<file path="config.mk">
export PLATFORM = sky130hd
export DESIGN_NAME = iia_top
export DESIGN_NICKNAME = d
export VERILOG_FILES = /design/src/rtl/iia_pkg.sv /design/src/rtl/iia_seq.sv /design/src/rtl/iia_feed.sv /design/src/rtl/iia_lane.sv /design/src/rtl/iia_pe.sv /design/src/rtl/iia_top.sv
export SDC_FILE = /design/constraint.sdc
export NUM_CORES = 2
export LEC_CHECK = 0
export BUFFER_PORTS_ARGS = -buffer_cell sky130_fd_sc_hd__buf_2
export CORE_ASPECT_RATIO = 0.8
export CORE_MARGIN = 5
export CORE_UTILIZATION = 45
export DETAILED_ROUTE_END_ITERATION = 8
export GPL_TIMING_DRIVEN = 0
export PLACE_DENSITY_LB_ADDON = 0.12
export SYNTH_ARGS = -nofsm -noshare
export SYNTH_HDL_FRONTEND = slang
export SYNTH_SLANG_ARGS = --single-unit
</file>
<file path="constraint.sdc">
create_clock -name clk -period 6.1 [get_ports clk]
set_input_delay 1.22 -clock clk [delete_from_list [all_inputs] [get_ports clk]]
set_output_delay 1.22 -clock clk [all_outputs]
set_load 0.02 [all_outputs]
</file>
<file path="src/rtl/iia_pkg.sv">
`timescale 1ns/1ps
package iia_pkg;

  typedef enum logic [1:0] {
    PH_IDLE = 2'd0,
    PH_HORZ = 2'd1,
    PH_VERT = 2'd2
  } phase_e;

  // width of a raw-pixel sum over a whole window
  function automatic int raw_w(input int pw, input int cells);
    return pw + $clog2(cells);
  endfunction

  // width of a squared-pixel sum over a whole window
  function automatic int sq_w(input int pw, input int cells);
    return 2 * pw + $clog2(cells);
  endfunction

  // edges from the start edge to the done edge
  function automatic int run_len(input int rows, input int cols);
    return 4 * cols + 2 * rows - 4;
  endfunction

endpackage

</file>
<file path="src/rtl/iia_seq.sv">
`timescale 1ns/1ps
module iia_seq
  import iia_pkg::*;
#(
  parameter int ROWS = 4,
  parameter int COLS = 4,
  parameter int CW   = 2,
  parameter int RW   = 2
) (
  input  logic          clk,
  input  logic          rst,
  input  logic          start_i,
  output logic          busy_o,
  output logic          done_o,
  output logic          feed_en_o,
  output logic [CW-1:0] feed_col_o,
  output logic          feed_sq_o,
  output logic          vert_en_o,
  output logic [RW-1:0] vert_row_o,
  output logic          vert_sq_o
);

  localparam int TOTAL = run_len(ROWS, COLS);
  localparam int HLEN  = 4 * COLS - 2;
  localparam int FEED  = 2 * COLS;
  localparam int CNTW  = $clog2(TOTAL + 1);

  logic [CNTW-1:0] cnt_q;
  logic [CNTW-1:0] vs;
  phase_e          ph_q;
  logic            done_q;

  always_ff @(posedge clk) begin
    if (rst) begin
      ph_q   <= PH_IDLE;
      cnt_q  <= '0;
      done_q <= 1'b0;
    end else begin
      done_q <= 1'b0;
      if (start_i) begin
        ph_q  <= PH_HORZ;
        cnt_q <= '0;
      end else if (ph_q != PH_IDLE) begin
        if (cnt_q == CNTW'(TOTAL - 1)) begin
          ph_q   <= PH_IDLE;
          done_q <= 1'b1;
        end else begin
          cnt_q <= cnt_q + 1'b1;
          if (cnt_q == CNTW'(HLEN - 1)) ph_q <= PH_VERT;
        end
      end
    end
  end

  assign vs         = cnt_q - CNTW'(HLEN);
  assign busy_o     = (ph_q != PH_IDLE);
  assign done_o     = done_q;
  assign feed_en_o  = (ph_q == PH_HORZ) && (cnt_q < CNTW'(FEED));
  assign feed_col_o = CW'(cnt_q >> 1);
  assign feed_sq_o  = cnt_q[0];
  assign vert_en_o  = (ph_q == PH_VERT);
  assign vert_row_o = RW'(vs[CNTW-1:1] + 1'b1);
  assign vert_sq_o  = vs[0];

endmodule

</file>
<file path="src/rtl/iia_feed.sv">
`timescale 1ns/1ps
module iia_feed #(
  parameter int ROWS = 4,
  parameter int COLS = 4,
  parameter int PW   = 8,
  parameter int QW   = 20,
  parameter int CW   = 2
) (
  input  logic                    clk,
  input  logic                    rst,
  input  logic                    start_i,
  input  logic [ROWS*COLS*PW-1:0] win_i,
  input  logic [CW-1:0]           feed_col_i,
  input  logic                    feed_sq_i,
  output logic [ROWS*QW-1:0]      val_o
);

  logic [ROWS*COLS*PW-1:0] win_q;

  always_ff @(posedge clk) begin
    if (rst)          win_q <= '0;
    else if (start_i) win_q <= win_i;
  end

  for (genvar r = 0; r < ROWS; r++) begin : g_row
    logic [PW-1:0]   pix;
    logic [2*PW-1:0] sqr;
    assign pix = win_q[(r * COLS + int'(feed_col_i)) * PW +: PW];
    assign sqr = pix * pix;
    assign val_o[r*QW +: QW] = feed_sq_i ? QW'(sqr) : QW'(pix);
  end

endmodule

</file>
<file path="src/rtl/iia_lane.sv">
`timescale 1ns/1ps
module iia_lane #(
  parameter int COLS = 4,
  parameter int QW   = 20,
  parameter int CW   = 2
) (
  input  logic               clk,
  input  logic               rst,
  input  logic               clr,
  input  logic [QW-1:0]      val_i,
  input  logic [CW-1:0]      idx_i,
  input  logic               sq_i,
  input  logic               vld_i,
  output logic [COLS*QW-1:0] val_o,
  output logic [COLS*CW-1:0] idx_o,
  output logic [COLS-1:0]    sq_o,
  output logic [COLS-1:0]    vld_o
);

  logic [QW-1:0] val_q [COLS];
  logic [CW-1:0] idx_q [COLS];
  logic          sq_q  [COLS];
  logic          vld_q [COLS];

  for (genvar c = 0; c < COLS; c++) begin : g_stage
    if (c == 0) begin : g_head
      always_ff @(posedge clk) begin
        if (rst || clr) begin
          val_q[c] <= '0;
          idx_q[c] <= '0;
          sq_q[c]  <= 1'b0;
          vld_q[c] <= 1'b0;
        end else begin
          val_q[c] <= val_i;
          idx_q[c] <= idx_i;
          sq_q[c]  <= sq_i;
          vld_q[c] <= vld_i;
        end
      end
    end else begin : g_body
      always_ff @(posedge clk) begin
        if (rst || clr) begin
          val_q[c] <= '0;
          idx_q[c] <= '0;
          sq_q[c]  <= 1'b0;
          vld_q[c] <= 1'b0;
        end else begin
          val_q[c] <= val_q[c-1];
          idx_q[c] <= idx_q[c-1];
          sq_q[c]  <= sq_q[c-1];
          vld_q[c] <= vld_q[c-1];
        end
      end
    end
    assign val_o[c*QW +: QW] = val_q[c];
    assign idx_o[c*CW +: CW] = idx_q[c];
    assign sq_o[c]           = sq_q[c];
    assign vld_o[c]          = vld_q[c];
  end

endmodule

</file>
<file path="src/rtl/iia_pe.sv">
`timescale 1ns/1ps
module iia_pe #(
  parameter int SW  = 12,
  parameter int QW  = 20,
  parameter int CW  = 2,
  parameter int COL = 0
) (
  input  logic          clk,
  input  logic          rst,
  input  logic          clr,
  input  logic [QW-1:0] tok_val_i,
  input  logic [CW-1:0] tok_idx_i,
  input  logic          tok_sq_i,
  input  logic          tok_vld_i,
  input  logic [SW-1:0] up_raw_i,
  input  logic [QW-1:0] up_sq_i,
  input  logic          vert_en_i,
  input  logic          vert_sq_i,
  output logic [SW-1:0] raw_o,
  output logic [QW-1:0] sq_o
);

  localparam logic [CW-1:0] MY_COL = CW'(COL);

  logic [SW-1:0] raw_q;
  logic [QW-1:0] sq_q;
  logic          take;

  // column-dependent select: absorb tokens from this column or any left of it
  assign take = tok_vld_i && (tok_idx_i <= MY_COL);

  always_ff @(posedge clk) begin
    if (rst || clr) begin
      raw_q <= '0;
      sq_q  <= '0;
    end else if (vert_en_i) begin
      if (vert_sq_i) sq_q  <= sq_q + up_sq_i;
      else           raw_q <= raw_q + up_raw_i;
    end else if (take) begin
      if (tok_sq_i) sq_q  <= sq_q + tok_val_i;
      else          raw_q <= raw_q + tok_val_i[SW-1:0];
    end
  end

  assign raw_o = raw_q;
  assign sq_o  = sq_q;

endmodule

</file>
<file path="src/rtl/iia_top.sv">
`timescale 1ns/1ps
module iia_top
  import iia_pkg::*;
#(
  parameter int ROWS = 4,
  parameter int COLS = 4,
  parameter int PW   = 8,
  localparam int CELLS = ROWS * COLS,
  localparam int SW    = raw_w(PW, CELLS),
  localparam int QW    = sq_w(PW, CELLS)
) (
  input  logic                clk,
  input  logic                rst,
  input  logic                start_i,
  input  logic [CELLS*PW-1:0] win_i,
  output logic                busy_o,
  output logic                done_o,
  output logic [CELLS*SW-1:0] ii_o,
  output logic [CELLS*QW-1:0] sq_o
);

  localparam int CW = $clog2(COLS);
  localparam int RW = $clog2(ROWS);

  logic          feed_en;
  logic [CW-1:0] feed_col;
  logic          feed_sq;
  logic          vert_en;
  logic [RW-1:0] vert_row;
  logic          vert_sq;
  logic [ROWS*QW-1:0] feed_val;

  logic [SW-1:0] raw_s [ROWS][COLS];
  logic [QW-1:0] sq_s  [ROWS][COLS];

  iia_seq #(.ROWS(ROWS), .COLS(COLS), .CW(CW), .RW(RW)) u_seq (
    .clk        (clk),
    .rst        (rst),
    .start_i    (start_i),
    .busy_o     (busy_o),
    .done_o     (done_o),
    .feed_en_o  (feed_en),
    .feed_col_o (feed_col),
    .feed_sq_o  (feed_sq),
    .vert_en_o  (vert_en),
    .vert_row_o (vert_row),
    .vert_sq_o  (vert_sq)
  );

  iia_feed #(.ROWS(ROWS), .COLS(COLS), .PW(PW), .QW(QW), .CW(CW)) u_feed (
    .clk        (clk),
    .rst        (rst),
    .start_i    (start_i),
    .win_i      (win_i),
    .feed_col_i (feed_col),
    .feed_sq_i  (feed_sq),
    .val_o      (feed_val)
  );

  for (genvar r = 0; r < ROWS; r++) begin : g_r
    logic [COLS*QW-1:0] l_val;
    logic [COLS*CW-1:0] l_idx;
    logic [COLS-1:0]    l_sq;
    logic [COLS-1:0]    l_vld;
    logic               row_step;

    if (r == 0) begin : g_top_row
      assign row_step = 1'b0;
    end else begin : g_lower_row
      assign row_step = vert_en && (vert_row == RW'(r));
    end

    iia_lane #(.COLS(COLS), .QW(QW), .CW(CW)) u_lane (
      .clk   (clk),
      .rst   (rst),
      .clr   (start_i),
      .val_i (feed_val[r*QW +: QW]),
      .idx_i (feed_col),
      .sq_i  (feed_sq),
      .vld_i (feed_en),
      .val_o (l_val),
      .idx_o (l_idx),
      .sq_o  (l_sq),
      .vld_o (l_vld)
    );

    for (genvar c = 0; c < COLS; c++) begin : g_c
      logic [SW-1:0] up_raw;
      logic [QW-1:0] up_sq;

      if (r == 0) begin : g_no_up
        assign up_raw = '0;
        assign up_sq  = '0;
      end else begin : g_up
        assign up_raw = raw_s[r-1][c];
        assign up_sq  = sq_s[r-1][c];
      end

      iia_pe #(.SW(SW), .QW(QW), .CW(CW), .COL(c)) u_pe (
        .clk       (clk),
        .rst       (rst),
        .clr       (start_i),
        .tok_val_i (l_val[c*QW +: QW]),
        .tok_idx_i (l_idx[c*CW +: CW]),
        .tok_sq_i  (l_sq[c]),
        .tok_vld_i (l_vld[c]),
        .up_raw_i  (up_raw),
        .up_sq_i   (up_sq),
        .vert_en_i (row_step),
        .vert_sq_i (vert_sq),
        .raw_o     (raw_s[r][c]),
        .sq_o      (sq_s[r][c])
      );

      assign ii_o[(r*COLS+c)*SW +: SW] = raw_s[r][c];
      assign sq_o[(r*COLS+c)*QW +: QW] = sq_s[r][c];
    end
  end

endmodule

</file>
Yosys cells after proc, flatten, opt, wreduce, memory -nomap -nowiden
Memories as Yosys holds them, arrays and structs flattened.
Index checks and enable logic that the tools add are counted.
{"block": "totals", "regBits": 648, "ram_bits": 384, "input_bits": 131, "wordCells": 493, "mem_count": 16}
{"block": "op_classes", "addsub": 62, "mul": 4, "n_lt_le_gt_ge": 17, "n_eq_ne": 25, "shift": 4, "muxes": 172, "bitwise": 70, "reduce_logical": 86}
{"memory": "g_r[0].u_lane.val_q", "depth": 4, "width": 20, "read_ports": 4, "rd_ports_with_merged_regs": 0, "write_ports": 4, "line_no": "iia_lane.sv:20", "rtl": "logic [QW-1:0] val_q [COLS];"}
{"memory": "g_r[1].u_lane.val_q", "depth": 4, "width": 20, "read_ports": 4, "rd_ports_with_merged_regs": 0, "write_ports": 4, "line_no": "iia_lane.sv:20"}
{"memory": "g_r[2].u_lane.val_q", "depth": 4, "width": 20, "read_ports": 4, "rd_ports_with_merged_regs": 0, "write_ports": 4, "line_no": "iia_lane.sv:20"}
{"memory": "g_r[3].u_lane.val_q", "depth": 4, "width": 20, "read_ports": 4, "rd_ports_with_merged_regs": 0, "write_ports": 4, "line_no": "iia_lane.sv:20"}
{"memory": "g_r[0].u_lane.idx_q", "depth": 4, "width": 2, "read_ports": 4, "rd_ports_with_merged_regs": 0, "write_ports": 4, "line_no": "iia_lane.sv:21", "rtl": "logic [CW-1:0] idx_q [COLS];"}
{"memory": "g_r[1].u_lane.idx_q", "depth": 4, "width": 2, "read_ports": 4, "rd_ports_with_merged_regs": 0, "write_ports": 4, "line_no": "iia_lane.sv:21"}
{"memory": "10 more memories"}
{"op": "2-to-1 mux 20 bit", "count": 64}
{"op": "2-to-1 mux 12 bit", "count": 48}
{"op": "adder 20 bit", "count": 28}
{"op": "variable part select 128 x 32 -> 8 bit", "count": 3}
{"op": "adder 12 bit", "count": 28}
{"op": "variable part select 128 x 6 -> 8 bit", "count": 1}
{"op": "AND reduction 3 bit", "count": 24}
{"op": "multiplier 8 x 8 -> 16 bit", "count": 4}
{"op": "2-to-1 mux 16 bit", "count": 4}
{"op": "OR 1 bit", "count": 64}
{"op": "nonzero test 2 bit", "count": 27}
{"op": "2-to-1 mux 1 bit", "count": 38}
{"op": "2-to-1 mux 2 bit", "count": 18}
{"op": "!= test 2 bit, second input constant", "count": 18}
{"op": "AND reduction 2 bit", "count": 11}
{"op": "logical AND 1 bit", "count": 20}
{"op": "less-or-equal comparator 2 x 1 -> 1 bit, second input constant", "count": 8}
{"op": "less-or-equal comparator 2 bit, second input constant", "count": 8}
{"op": "adder 4 x 2 -> 5 bit, first input constant", "count": 2}
{"op": "== test 2 bit, second input constant", "count": 3}
{"op": "inverter 1 bit", "count": 6}
{"op": "adder 5 x 1 -> 5 bit, second input constant", "count": 1}
{"op": "== test 5 x 4 -> 1 bit, second input constant", "count": 1}
{"op": "== test 5 bit, second input constant", "count": 1}
{"op": "other kinds (9)", "count": 10}

Logic depth before layout (Yosys ltp)
{"block": "logic_depth", "word_depth": 6, "mapped_depth": 25}

By module
From an unflattened synthesis, not the netlist that was laid out.
{"block": "unflattened", "cells_unflattened": 8593, "hier_area_um2": 72233.0}
{"module": "iia_feed", "n_inst": 1, "cells_per_inst": 1379, "area_each_um2": 12584.6}
{"module": "iia_lane", "n_inst": 4, "cells_per_inst": 218, "area_each_um2": 3051.7}
{"module": "iia_pe at g_r[1].g_c[2].u_pe ...", "n_inst": 3, "cells_per_inst": 377, "area_each_um2": 2839.0}
{"module": "iia_pe at g_r[0].g_c[0].u_pe ...", "n_inst": 2, "cells_per_inst": 425, "area_each_um2": 3091.7}
{"module": "iia_pe at g_r[2].g_c[0].u_pe ...", "n_inst": 2, "cells_per_inst": 404, "area_each_um2": 2972.9}
{"module": "iia_pe at g_r[2].g_c[1].u_pe ...", "n_inst": 2, "cells_per_inst": 386, "area_each_um2": 2957.8}
{"module": "iia_pe at g_r[1].g_c[3].u_pe ...", "n_inst": 2, "cells_per_inst": 380, "area_each_um2": 2861.5}
{"module": "iia_pe at g_r[3].g_c[3].u_pe", "n_inst": 1, "cells_per_inst": 406, "area_each_um2": 2966.6}
{"module": "iia_pe at g_r[1].g_c[1].u_pe", "n_inst": 1, "cells_per_inst": 388, "area_each_um2": 2957.8}
{"module": "iia_pe at g_r[0].g_c[2].u_pe", "n_inst": 1, "cells_per_inst": 390, "area_each_um2": 2936.6}
{"module": "iia_pe at g_r[0].g_c[3].u_pe", "n_inst": 1, "cells_per_inst": 400, "area_each_um2": 2929.1}
{"module": "iia_pe at g_r[0].g_c[1].u_pe", "n_inst": 1, "cells_per_inst": 384, "area_each_um2": 2902.8}
{"module": "iia_seq", "n_inst": 1, "cells_per_inst": 49, "area_each_um2": 435.4}
{"module": "iia_top", "n_inst": 1, "cells_per_inst": 4, "area_each_um2": 28.8}

Least setup slack after synthesis
OpenSTA, ideal clock, no wires.
{"block": "synth_timing", "path_kind": "flip-flop to flip-flop", "startpoint": "reg u_seq.cnt_q[1]", "endpoint": "mem g_r[0].u_lane.val_q[0][15]", "arrival_time_ns": 5.220, "required_ns": 5.982, "path_slack_ns": 0.762, "stages_incl_launch_ff": 20, "period_less_slack_ns": 5.338, "path_cell_list": "dfxtp_1 -> buf_2 -> buf_2 -> mux4_2 -> clkbuf_1 -> and2_1 -> fa_1 -> fa_1 -> inv_1 -> fa_1 -> fa_1 -> inv_1 -> ha_1 -> a21oi_1 -> o21bai_1 -> a21oi_1 -> o21ai_1 -> o41ai_1 -> xnor2_1 -> nor2_1"}
{"item": "from (decl)", "line_no": "iia_seq.sv:28", "rtl": "logic [CNTW-1:0] cnt_q;"}
{"item": "from (signal assigned)", "line_no": "iia_seq.sv:48", "rtl": "cnt_q <= cnt_q + 1'b1;"}
{"item": "to (decl)", "line_no": "iia_lane.sv:20"}

Worst setup path after layout
{"block": "layout_timing", "startpoint": "reg u_seq.ph_q[0]", "endpoint": "reg g_r[2].g_c[0].u_pe.sq_q[19]"}
{"block": "layout_via", "elab_chain_len": 4, "elab_cells_between_ends": 7, "classes_between": "eq/ne: 2; mux: 1; reduce/logical: 4"}
{"item": "from (decl)", "line_no": "iia_seq.sv:30", "rtl": "phase_e ph_q;"}
{"item": "from (signal assigned)", "line_no": "iia_seq.sv:35", "rtl": "ph_q <= PH_IDLE;"}
{"item": "from (signal assigned)", "line_no": "iia_seq.sv:41", "rtl": "ph_q <= PH_HORZ;"}
{"item": "from (signal assigned)", "line_no": "iia_seq.sv:45", "rtl": "ph_q <= PH_IDLE;"}
{"item": "== test 2 bit (*)", "line_no": "iia_seq.sv:61", "rtl": "assign vert_en_o = (ph_q == PH_VERT);"}
{"item": "logical AND 1 bit (*)", "line_no": "iia_top.sv:70", "rtl": "assign row_step = vert_en && (vert_row == RW'(r));"}
{"item": "!= test 2 bit (no source line) / nonzero test 2 bit (equally long branches)"}
{"item": "AND reduction 3 bit (no source line)"}
{"item": "to (signal assigned)", "line_no": "iia_pe.sv:37", "rtl": "if (vert_sq_i) sq_q <= sq_q + up_sq_i;"}
{"item": "to (signal assigned)", "line_no": "iia_pe.sv:40", "rtl": "if (tok_sq_i) sq_q <= sq_q + tok_val_i;"}
{"item": "to (decl)", "line_no": "iia_pe.sv:26", "rtl": "logic [QW-1:0] sq_q;"}
Mark *: on every way between the ends. The rest lies on a longest branch, timed or not.
A chain may end at the register's enable or synchronous reset.

==> summary.md <==
| Metric | Value |
|---|---|
| Worst r2r dst | g_r[2].g_c[0].u_pe.sq_o[19] |
| Min-delay src | g_r[2].u_lane.idx_q[1][0] |
| Leakage | ~0.033 uW |
| Slew Viols, Final | 21 |
| Slew margin rel. | -0.0333 |
| Post-synth EDFFs | 0 |
| First-pass GRT wire length | roughly 350000 um |
| Clock buffer depth | 3 |
| GR Overflow Total | 0 |
| Pint | 10100 uW |
| Worst EP arrival | 6.41 ns |
| GRT Overall Usage | 0.339 |
| P_sw | 3440 uW |
| Final Non-Filler Cells | 10100 |
| Clock Sinks | 918 |
| Fin Setup TNS | 0 ns |
| Final Skew | 0.0309 ns |
| Synth Register Bits | 918 |
| Cells after Synth | 7523 |
| Hold EP | g_r[0].u_lane.idx_q[2][0] |
| RSZ-0062 raised after global routing | false |
| Leading cell type in the layout, fill and taps excluded | nand2_1 |
| Tcrit/Tclk final | 0.957 |
| Clock Tree Root | clkbuf_16 |
| Final nets | 9119 |
| Commonest cells after routing, fill and taps aside | 1630 x nand2_1, 918 x dfxtp_1, 703 x a21oi_1 |
| Final Hold Fails | 0 |
| Die Area | ~140000 um2 |
| P per Cell Area | 196 nW/um2 |
| Total power | 13500 uW |
| Final ANT Viol Nets | 0 |
| Detailed placer's ending HPWL | 203000 um |
| P&R area growth vs syn | 15.0% |
| Detailed-route via count | between 50000 and 60000 |
| Comb pwr share | 0.068 |
| Net Sw Frac | 0.254 |
| Die Wd | 419 um |
| Starting DRT DRC Count | about 5000 |
| Chip Height | roughly 340 um |
| Number of buffers added on ports | 644 |
| Post-Syn Area | 60200 um2 |
| Fillers | 13000 |
| Worst hold margin | 0.453 ns |
| Worst slew pin tran | roughly 1.5 ns |
| Peak VDD IR | 228 uV |
| Initial Util | 0.451 |
| Cell Rows | 120 |
| Drt total wl | 250000 um |
| Synth async-reset ratio | 0 |
| Vias per cell | between 5 and 6 |
| Critical path required time | 6.67 ns |
| Initial antenna violation count | 15 |
| Number of global-route vias before repair | 53400 |
| Primary FF master, synth | dfxtp_1 |
| Largest net degree at the start of global routing | 14 |
| CP Launch Type | flip-flop |
| GP Congestion | 1.00 |
| Register share of total power | 0.451 |
| R2r setup slk | 0.26 ns |
| Highest clock rate | 171 MHz |
| Endpoints failing setup | 0 |
| Crit Path Category | reg -> reg |
| Clock buffer count from CTS | between 100 and 150 |
| Clock transition at path regs | 0.06 ns |
| Worst setup margin | 0.264 ns |
| CTS tree | done |
| Io pins | 645 |
| DR pass1 iterations | 5 |
| Hold Path Class | reg -> reg |
| Library cells used by synthesis | slightly below 90 |
| Sequential-to-total area share from yosys stat | 0.305 |
| Worst hold path cell count | 1 |
| CTS Hold Buffers Added | 0 |
| CTS H-Tree Depth | 3 |
| CORE AREA | 133000 um2 |
| Clk pwr share | 0.481 |
| Syn_area_per_cell | 8.00 um2 |
| Reg2reg start | u_seq.ph_q[0] |
| Clock latency on the worst-skew pair | 0.75 ns |
| Kind of end point of the critical path | flip-flop |
| FF-to-FF path depth | 18 |
| Status | complete, but fails checks |
| Failing checks | capacitance limit, slew limit |
| WL/cell | about 25 um |
| DRC viols | 0 |
| DP Cell Count | 9936 |
| Share of cells above drive strength 1 | 0.116 |
| Synthesized Nets | 8368 |
| Minimum clock period | 5.84 ns |
| CP max FO | 19 |
| Yosys warns | 0 |
| Maxcap violations | 3 |
| Pre-CTS setup slack | -0.605 ns |
[synth_stat cells (all sizes together), types with 42 or more instances]
cell type	count	area, um2
and2	344	2150
o21bai	104	785
a31oi	55	357
a21oi	707	3550
o21a	42	315
ha	582	7280
xnor2	321	2810
nor2b	53	332
o21ai	233	1170
nor2	542	2030
or3	57	357
dfxtp	918	18400
nand3	126	631
nand2	1630	6120
clkbuf	251	942
xor2	101	885
fa	132	2640
inv	329	1230
a21o	170	1280
mux2i	175	1750
buf	64	282
nor3	87	445
a211oi	69	528
and3	46	288
[power groups by stage]
| stage | Clock, uW | Sequential, uW | Combinational [uW] |
|---|---|---|---|
| CTS | 6570 | 6100 | 910 |
| global route | 6810 | 6110 | 1000 |
| detailed placement | 0 | 6240 | 904 |
| global placement | 0 | 6230 | 892 |
| finish | 6510 | 6100 | 920 |
| floorplan | 0 | 6210 | 553 |
[routing by layer]
layer | GRT usage | wire length (um) | up-vias
met4 | 0.177 | 15300 | 6
met3 | 0.0770 | 21300 | 593
met5 | 0 | 37 | -
li1 | - | - | 27200
met2 | 0.541 | 111000 | 2446
met1 | 0.429 | 102000 | 27200
[stage by stage]
step,cell area (um2),util
after floorplan,60200,-
after global placement,65600,0.492
after detailed placement,65600,0.492
after CTS,69100,0.518
after global routing,69200,0.519
final,69200,0.519
[final cells by class]
type	count	area, um2	share of cell area
Inverter	329	1230	0.0179
Antenna cell	9	22.5	0.000326
Sequential cell	918	18400	0.266
Timing Repair Buffer	652	3280	0.0475
Multi-Input combinational cell	5961	39300	0.569
Buffer	310	1290	0.0186
Clock buffer	150	3000	0.0433
Clock inverter	38	422	0.00610
Tap cell	1769	2210	0.0320
[what timing repair did]
| item | 4_1_cts | 5_1_grt |
|---|---|---|
| pin swaps | 0 | 1 |
| resized for setup | 16 | 26 |
| setup buffers | 0 | 8 |
| endpoints found under the setup margin | 69 | 57 |
[state kept, by name, indices dropped and copies added, names as in the netlist]
| signal | cells |
|---|---|
| g_r.g_c.u_pe.sq_o | 320 |
| g_r.u_lane.val_q | 256 |
| g_r.g_c.u_pe.raw_o | 192 |
| u_feed.win_q | 128 |
| g_r.u_lane.idx_q | 6 |
| u_seq.cnt_q | 5 |
| g_r.u_lane.sq_q | 4 |
| g_r.u_lane.vld_q | 4 |
| u_seq.ph_q | 2 |
| u_seq.done_o | 1 |
[worst max-delay path, stage by stage, from the launching register on]
cell      delay (ns)
dfxtp_1         0.32
nand2b_1        0.47
nor3_4          0.60
buf_2           0.45
buf_2           0.62
buf_2           0.41
nand2_1         0.10
nand2_1         0.12
ha_1            0.23
a21o_1          0.17
a21oi_1         0.22
nor2b_1         0.08
o21a_1          0.19
o22ai_1         0.28
o21ai_1         0.21
a311oi_1        0.67
a211o_1         0.27
xnor2_1         0.12
nor2_1          0.06
[cells by family (layout without fill, tap and decap cells)]
kind of cell               Yosys count  in the layout  synth area share
AOI/OAI and AO/OA                 1541           1541             0.157
xor gates and xnor gates           422            422            0.0614
adders and majority gates          714            714             0.165
buffers and inverters              644           1479            0.0409
DFF                                918            918             0.305
muxes                              208            208            0.0413
other                                0              9                 0
and+or+nand+nor                   3076           3076             0.229
[worst max path at each step]
stage	startpoint	endpoint	depth (start not counted)
after detailed placement	u_seq.cnt_q[2]	g_r[1].u_lane.val_q[0][15]	24
final	u_seq.ph_q[0]	g_r[2].g_c[0].u_pe.sq_o[19]	18
after global routing	u_seq.cnt_q[1]	g_r[1].u_lane.val_q[0][15]	24
after CTS	u_seq.ph_q[0]	g_r[3].g_c[2].u_pe.raw_o[9]	17
after floorplan	u_seq.cnt_q[1]	g_r[0].u_lane.val_q[0][15]	19
after global placement	u_seq.cnt_q[2]	g_r[0].u_lane.val_q[0][15]	24
Power figures use the tool's default switching activity.
